<file path="src/rtl/evtcnt_pkg.sv">
// Shared constants for the dual event counter: register addresses,
// control field positions and the context encoding.
package evtcnt_pkg;

    // Register addresses on the one-bit register bus
    localparam logic ADDR_CTRL = 1'b0;
    localparam logic ADDR_CNT  = 1'b1;

    // Control field positions (select fields are at most 8 bits wide)
    localparam int SEL0_LSB = 0;
    localparam int SEL1_LSB = 8;
    localparam int EN_LSB   = 16;
    localparam int OVIE_LSB = 20;
    localparam int OVF_LSB  = 24;
    localparam int SEL_STRIDE = SEL1_LSB - SEL0_LSB;

    // Privilege context encoding on the ctx input
    typedef enum logic [1:0] {
        CTX_USER = 2'd0,
        CTX_SUP  = 2'd1,
        CTX_HYP  = 2'd2,
        CTX_NONE = 2'd3
    } ctx_e;

endpackage

</file>
<file path="src/rtl/evtcnt_gate.sv">
// Context gate: decides whether counting is allowed in this cycle.
// Assumes the three enable bits are ordered user, supervisor, hypervisor.
// The result is shared by both counter lanes.
module evtcnt_gate
    import evtcnt_pkg::*;
(
    input  logic [1:0] ctx,
    input  logic [2:0] ctx_en,
    output logic       gate_open
);

    // Pick the enable bit that belongs to the current context
    always_comb begin
        case (ctx_e'(ctx))
            CTX_USER: gate_open = ctx_en[0];
            CTX_SUP:  gate_open = ctx_en[1];
            CTX_HYP:  gate_open = ctx_en[2];
            default:  gate_open = 1'b0;
        endcase
    end

endmodule

</file>
<file path="src/rtl/evtcnt_lane.sv">
// One counter lane: selects an event bit, counts it while the gate is
// open, and flags a wrap from all ones to zero.
// Assumes a load from the bus overrides the increment in the same cycle.
module evtcnt_lane #(
    parameter int CNT_W = 32,
    parameter int SEL_W = 6,
    localparam int EVT_N = 1 << SEL_W
) (
    input  logic             clk,
    input  logic             rst_n,
    input  logic [EVT_N-1:0] evt_pulse,
    input  logic [SEL_W-1:0] sel,
    input  logic             gate_open,
    input  logic             load,
    input  logic [CNT_W-1:0] load_val,
    output logic [CNT_W-1:0] cnt,
    output logic             wrap_hit
);

    logic inc;

    // Qualify the selected event with the shared context gate
    always_comb begin
        inc      = gate_open && evt_pulse[sel];
        wrap_hit = inc && !load && (cnt == {CNT_W{1'b1}});
    end

    // Counter register: a load wins over an increment
    always_ff @(posedge clk) begin
        if (!rst_n)
            cnt <= '0;
        else if (load)
            cnt <= load_val;
        else if (inc)
            cnt <= cnt + CNT_W'(1);
    end

endmodule

</file>
<file path="src/rtl/evtcnt_ctrl.sv">
// Shared control register: two event selects, three context enables,
// two overflow interrupt enables and two sticky overflow flags.
// Assumes a new wrap in the same cycle as a write-one-to-clear keeps
// the flag set.
module evtcnt_ctrl
    import evtcnt_pkg::*;
#(
    parameter int SEL_W  = 6,
    parameter int DATA_W = 64
) (
    input  logic                  clk,
    input  logic                  rst_n,
    input  logic                  wr,
    input  logic [DATA_W-1:0]     wdata,
    input  logic [1:0]            wrap_hit,
    output logic [1:0][SEL_W-1:0] sel,
    output logic [2:0]            ctx_en,
    output logic [1:0]            ovie,
    output logic [1:0]            ovf,
    output logic [DATA_W-1:0]     rdata
);

    // Select, enable and interrupt-enable fields, replaced on each write
    always_ff @(posedge clk) begin
        if (!rst_n) begin
            sel    <= '0;
            ctx_en <= '0;
            ovie   <= '0;
        end else if (wr) begin
            for (int i = 0; i < 2; i++)
                sel[i] <= wdata[SEL0_LSB + i*SEL_STRIDE +: SEL_W];
            ctx_en <= wdata[EN_LSB +: 3];
            ovie   <= wdata[OVIE_LSB +: 2];
        end
    end

    // Sticky overflow flags: set on a wrap, cleared by writing one
    always_ff @(posedge clk) begin
        if (!rst_n)
            ovf <= '0;
        else
            for (int i = 0; i < 2; i++)
                if (wrap_hit[i])
                    ovf[i] <= 1'b1;
                else if (wr && wdata[OVF_LSB + i])
                    ovf[i] <= 1'b0;
    end

    // Assemble the readback word
    always_comb begin
        rdata = '0;
        for (int i = 0; i < 2; i++)
            rdata[SEL0_LSB + i*SEL_STRIDE +: SEL_W] = sel[i];
        rdata[EN_LSB +: 3]   = ctx_en;
        rdata[OVIE_LSB +: 2] = ovie;
        rdata[OVF_LSB +: 2]  = ovf;
    end

endmodule

</file>
<file path="src/rtl/evt_pair_counter.sv">
// Dual event counter top. Two lanes share one context gate and one
// control register. The counters are accessed as a single word
// {counter 1, counter 0}. Reads are combinational; writes act on the
// clock edge. The reset is synchronous and active low.
module evt_pair_counter
    import evtcnt_pkg::*;
#(
    parameter int CNT_W = 32,
    parameter int SEL_W = 6,
    localparam int EVT_N  = 1 << SEL_W,
    localparam int DATA_W = 2 * CNT_W
) (
    input  logic              clk,
    input  logic              rst_n,
    input  logic              bus_addr,
    input  logic              bus_wr,
    input  logic [DATA_W-1:0] bus_wdata,
    output logic [DATA_W-1:0] bus_rdata,
    input  logic [EVT_N-1:0]  evt_pulse,
    input  logic [1:0]        ctx,
    output logic              irq
);

    logic                  ctrl_wr;
    logic                  cnt_wr;
    logic                  gate_open;
    logic [1:0][SEL_W-1:0] sel;
    logic [2:0]            ctx_en;
    logic [1:0]            ovie;
    logic [1:0]            ovf_flags;
    logic [1:0]            wrap_hit;
    logic [DATA_W-1:0]     ctrl_rdata;
    logic [DATA_W-1:0]     cnt_all;

    // Decode the write strobe by address
    always_comb begin
        ctrl_wr = bus_wr && (bus_addr == ADDR_CTRL);
        cnt_wr  = bus_wr && (bus_addr == ADDR_CNT);
    end

    evtcnt_gate u_gate (
        .ctx       (ctx),
        .ctx_en    (ctx_en),
        .gate_open (gate_open)
    );

    evtcnt_ctrl #(.SEL_W(SEL_W), .DATA_W(DATA_W)) u_ctrl (
        .clk      (clk),
        .rst_n    (rst_n),
        .wr       (ctrl_wr),
        .wdata    (bus_wdata),
        .wrap_hit (wrap_hit),
        .sel      (sel),
        .ctx_en   (ctx_en),
        .ovie     (ovie),
        .ovf      (ovf_flags),
        .rdata    (ctrl_rdata)
    );

    for (genvar g = 0; g < 2; g++) begin : g_lane
        evtcnt_lane #(.CNT_W(CNT_W), .SEL_W(SEL_W)) u_lane (
            .clk       (clk),
            .rst_n     (rst_n),
            .evt_pulse (evt_pulse),
            .sel       (sel[g]),
            .gate_open (gate_open),
            .load      (cnt_wr),
            .load_val  (bus_wdata[g*CNT_W +: CNT_W]),
            .cnt       (cnt_all[g*CNT_W +: CNT_W]),
            .wrap_hit  (wrap_hit[g])
        );
    end

    // Read multiplexer and interrupt output
    always_comb begin
        bus_rdata = (bus_addr == ADDR_CNT) ? cnt_all : ctrl_rdata;
        irq       = |(ovf_flags & ovie);
    end

endmodule


</file>
<file path="config.mk">
export PLATFORM = sky130hd
export DESIGN_NAME = evt_pair_counter
export DESIGN_NICKNAME = d
export VERILOG_FILES = /design/src/rtl/evtcnt_pkg.sv /design/src/rtl/evtcnt_gate.sv /design/src/rtl/evtcnt_lane.sv /design/src/rtl/evtcnt_ctrl.sv /design/src/rtl/evt_pair_counter.sv
export SDC_FILE = /design/constraint.sdc
export NUM_CORES = 1
export LEC_CHECK = 0
export ABC_CLOCK_PERIOD_IN_PS = 2600
export BUFFER_PORTS_ARGS = -buffer_cell sky130_fd_sc_hd__buf_2
export CAP_MARGIN = 0
export CELL_PAD_IN_SITES_DETAIL_PLACEMENT = 2
export CELL_PAD_IN_SITES_GLOBAL_PLACEMENT = 2
export CORE_ASPECT_RATIO = 1.1
export CORE_MARGIN = 2
export CORE_UTILIZATION = 25
export DETAILED_ROUTE_END_ITERATION = 6
export GPL_TIMING_DRIVEN = 1
export PLACE_DENSITY = 0.67
export SETUP_SLACK_MARGIN = 0.4
export SLEW_MARGIN = 40
export SYNTH_ARGS = -nofsm -noshare
export SYNTH_HDL_FRONTEND = slang
export SYNTH_SLANG_ARGS = --single-unit
</file>
<file path="constraint.sdc">
create_clock -name clk -period 2.6 [get_ports clk]
set_input_delay 0.39 -clock clk [delete_from_list [all_inputs] [get_ports clk]]
set_output_delay 0.39 -clock clk [all_outputs]
set_load 0.1 [all_outputs]
</file>
==> impl_metrics.json <==
{
  "finish.utilization_pct": 42.74,
  "violations": "negative setup slack",
  "critical_path.reg2reg.endpoint": "g_lane[1].u_lane.cnt[12]",
  "groute.usage.overall_pct": 21.84,
  "r2r-start": "u_ctrl.rdata[9]",
  "clock_sinks": 83,
  "netSwitchingPower_mw": 1.595,
  "achievable-frequency_mhz": 372.0,
  "effective_utilization_at_floorplan_pct": 25.57,
  "placeableCoreArea_mm2": 0.02462,
  "hold_start": "bus_wdata[18]",
  "worst_ir_drop_vdd_uv": 295.3,
  "timing.setup.critical_path_class": "reg -> reg",
  "synth.yosys.seq_area_share_pct": 26.39,
  "setup_repair_after_global_routing_missed_its_margin": "true",
  "multiInputGateArea_mm2": 0.004940,
  "cts_tree": "built",
  "synth_cell_type_count": 67,
  "swShare_pct": 37.94,
  "grt_start_max_net_pins": 73,
  "num-nets-final": 1122,
  "layout-drive-gt1-share_pct": 49.55,
  "stdcell_area_mm2": 0.01053,
  "place.gp.congestion": 0.7914,
  "synth-edff-count": 0,
  "cp_slowest_stage_delay_ns": 0.49,
  "path_cells": "buf_12 -> buf_16 -> mux4_2 -> and2_4 -> a211o_1 -> nand4_1 -> buf_6 -> buf_12 -> a21oi_4 -> buf_6 -> a31o_4 -> a31oi_2",
  "fraction_of_registers_with_async_set_reset_pct": 0,
  "p_seq_share_pct": 34.5,
  "synth.top_cell.area_share_pct": 26.39,
  "period_minus_slack_ns": 2.688,
  "synth.yosys.warnings": 0,
  "detail_route.vias_per_cell": 5.432,
  "routed_wire_length_per_instance_um": 23.46,
  "cell_accounting_for_the_most_synthesized_area": "sky130_fd_sc_hd__dfxtp_1",
  "grt_pass1_vias": 7715,
  "clock_tree.buffer_depth": 2,
  "period_share_pct": 103.4,
  "count_of_fill_cells_added_during_filler_insertion": 2631,
  "post-place-cells": 1238,
  "relative_max_transition_margin_pct": 50.66,
  "total_power_mw": 4.205,
  "syn_avg_cell_area_um2": 8.650,
  "net_count_after_synthesis": 864,
  "end_kind": "register",
  "synth_seq_cells": 83,
  "firstDrtPassIters": 4,
  "inserted_clock_buffers": 9,
  "layout.area.seq_mm2": 0.001672,
  "htreeDepth": 3,
  "fp.dieH_um": 170.5,
  "timing.critical_path.arrival_ns": 2.96,
  "ctsRootBufferMaster": "sky130_fd_sc_hd__clkbuf_16",
  "post_cts_clock_slew_at_the_launch_and_capture_registers_of_the_worst_setup_and_hold_paths_ns": 0.08,
  "core.rowCount": 60,
  "largest_fanout_on_the_critical_path": 7,
  "globalRoute.totalOverflow": 0,
  "worst_hold_path.endpoint": "u_ctrl.ctx_en[2]",
  "synth.area.top_cells": "sky130_fd_sc_hd__dfxtp_1 26%, sky130_fd_sc_hd__mux4_2 8.6%, sky130_fd_sc_hd__xnor2_1 5.4%, sky130_fd_sc_hd__o21ai_0 5.1%, sky130_fd_sc_hd__and2_1 5.0%",
  "design.die.area_mm2": 0.02648,
  "number_of_port_buffers": 198,
  "grt_pass1_wl_um": 44630,
  "postSynth.topFlopCell": "sky130_fd_sc_hd__dfxtp_1",
  "max-cap-violations": 0,
  "synth.cell_area_mm2": 0.006297,
  "setup-violations-final": 6,
  "r2r_cell_count": 12,
  "whs_ns": 0.2724,
  "drt_iter0_markers": 387,
  "hold_path_depth": 3,
  "crit_path_start_kind": "register",
  "ios": 199,
  "cell_internal_pwr_mw": 2.609,
  "post_synth_inst_count": 728,
  "place.detailed.hpwl_um": 20720,
  "timing.final.max_slew_violations": 0,
  "drc": 0,
  "clkLatencyLatePin_ns": 0.36,
  "total_leakage_power_nw": 3.749,
  "final_hold_viol_count": 0,
  "worst_clock_skew_ns": 0.01785,
  "most-common-layout-cells": "136 x sky130_fd_sc_hd__buf_2, 79 x sky130_fd_sc_hd__dfxtp_1, 77 x sky130_fd_sc_hd__buf_12",
  "wl_um": 30590,
  "placed_cell_area_mm2": 0.009037,
  "layoutNonFillerInstCount": 1304,
  "power_frac_clock_pct": 32.5,
  "max_slew.worst_pin.slew_ns": 0.7393,
  "r2r_slack_ns": -0.09,
  "status": "finished, violations left",
  "initial_antenna_violation_count": 5,
  "power.density_cell_area_mw_per_mm2": 399.5,
  "standard_cell_with_the_maximum_stage_delay_on_the_critical_path": "sky130_fd_sc_hd__mux4_2",
  "die_w_um": 155.3,
  "via_count": 7083,
  "synthToLayoutAreaGrowth_pct": 67.14,
  "most_common_cell_after_layout_fill_and_taps_aside": "sky130_fd_sc_hd__buf_2",
  "comb_power_share_pct": 33.1,
  "worstHoldPathType": "in -> reg",
  "crit_required_ns": 2.88,
  "route.antenna.remaining_nets": 0,
  "setup_ws_ns": -0.08797
}
worst max-delay path, delay by kind of cell (launching register included):
family,cells,cell delay (ns)
flip-flops,1,0.39
AND/OR/NAND/NOR,2,0.30
multiplexers,1,0.49
buffers and inverters,5,0.66
AO/OA/AOI/OAI,4,0.75
power groups by stage:
| stage | registers (mW) | clock network (mW) | logic [mW] |
|---|---|---|---|
| 2_1_floorplan | 1.44 | 0 | 0.764 |
| 3_3_place_gp | 1.47 | 0 | 1.25 |
| 3_5_place_dp | 1.47 | 0 | 1.27 |
| 4_1_cts | 1.44 | 1.40 | 1.34 |
| 5_1_grt | 1.46 | 1.46 | 1.46 |
| 6_report | 1.45 | 1.37 | 1.39 |
cell usage after synthesis (all sizes together) (26+ instances only):
library cell,count
a21oi,58
and2,50
clkbuf,36
dfxtp,83
inv,26
mux4,31
nand2,74
nand3,28
o21ai,67
xnor2,39
worst max path at each step:
stage,startpoint,endpoint,slack (ns),cells past startpoint
2_1_floorplan,bus_addr,bus_rdata[10],0.10,3
3_3_place_gp,u_ctrl.rdata[8],g_lane[1].u_lane.cnt[2],-0.07,10
3_5_place_dp,u_ctrl.rdata[8],g_lane[1].u_lane.cnt[2],-0.19,10
4_1_cts,u_ctrl.rdata[0],g_lane[0].u_lane.cnt[25],0.06,10
5_1_grt,u_ctrl.rdata[9],g_lane[1].u_lane.cnt[12],-0.15,12
6_report,u_ctrl.rdata[9],g_lane[1].u_lane.cnt[12],-0.09,12
logic make-up (layout without fill, tap and decap cells):
logic type,count (synthesis),after routing,share of synthesized area [%]
adder cells (fa/ha/maj),2,2,0.3973
XOR/XNOR,39,39,5.424
AO/OA/AOI/OAI,217,217,24.08
other,0,3,0
flip-flops,83,83,26.39
AND/OR/NAND/NOR,245,246,21.18
buffers and inverters,86,348,6.716
multiplexers,56,56,15.82
area by class of cell:
type	instances	area share (%)
sequential	83	15.88
multi-input combinational	560	46.93
clock inverter	7	0.7727
clock buffer	9	2.140
tap	310	3.685
timing repair buffer	306	29.59
antenna	3	0.07133
inverter	26	0.9272
registers in the layout (all words and copies together), names as in the netlist:
signal / flops
g_lane.u_lane.cnt: 64
u_ctrl.ovie: 2
u_ctrl.ovf: 2
u_ctrl.ctx_en: 3
u_ctrl.rdata: 12
metal layers:
metal / vias up / global-route usage [%] / part of all wire (%)
li1: 3246 / - / -
met1: 3567 / 25.59 / 39
met2: 228 / 40.57 / 54
met3: 40 / 3.438 / 4.8
met4: 2 / 6.861 / 2.1
met5: - / 0 / 0.052
repair_timing:
action / 4_1_cts / 5_1_grt
hold buffers: 0 / 0
gates resized for setup: 74 / 63
pin swaps: 38 / 88
buffers inserted: 25 / 17
endpoints found under the setup margin: 66 / 66
cloned: 3 / 2
metrics by stage:
stage	TNS (ns)	setup slack (ns)
after detailed placement	-1.364	-0.1860
after CTS	0	0.05840
after floorplan	0	0.1023
after global placement	-0.1696	-0.07312
after global routing	-2.601	-0.1465
final	-0.1893	-0.08797
Note: power is estimated with default switching activity, not from simulation.
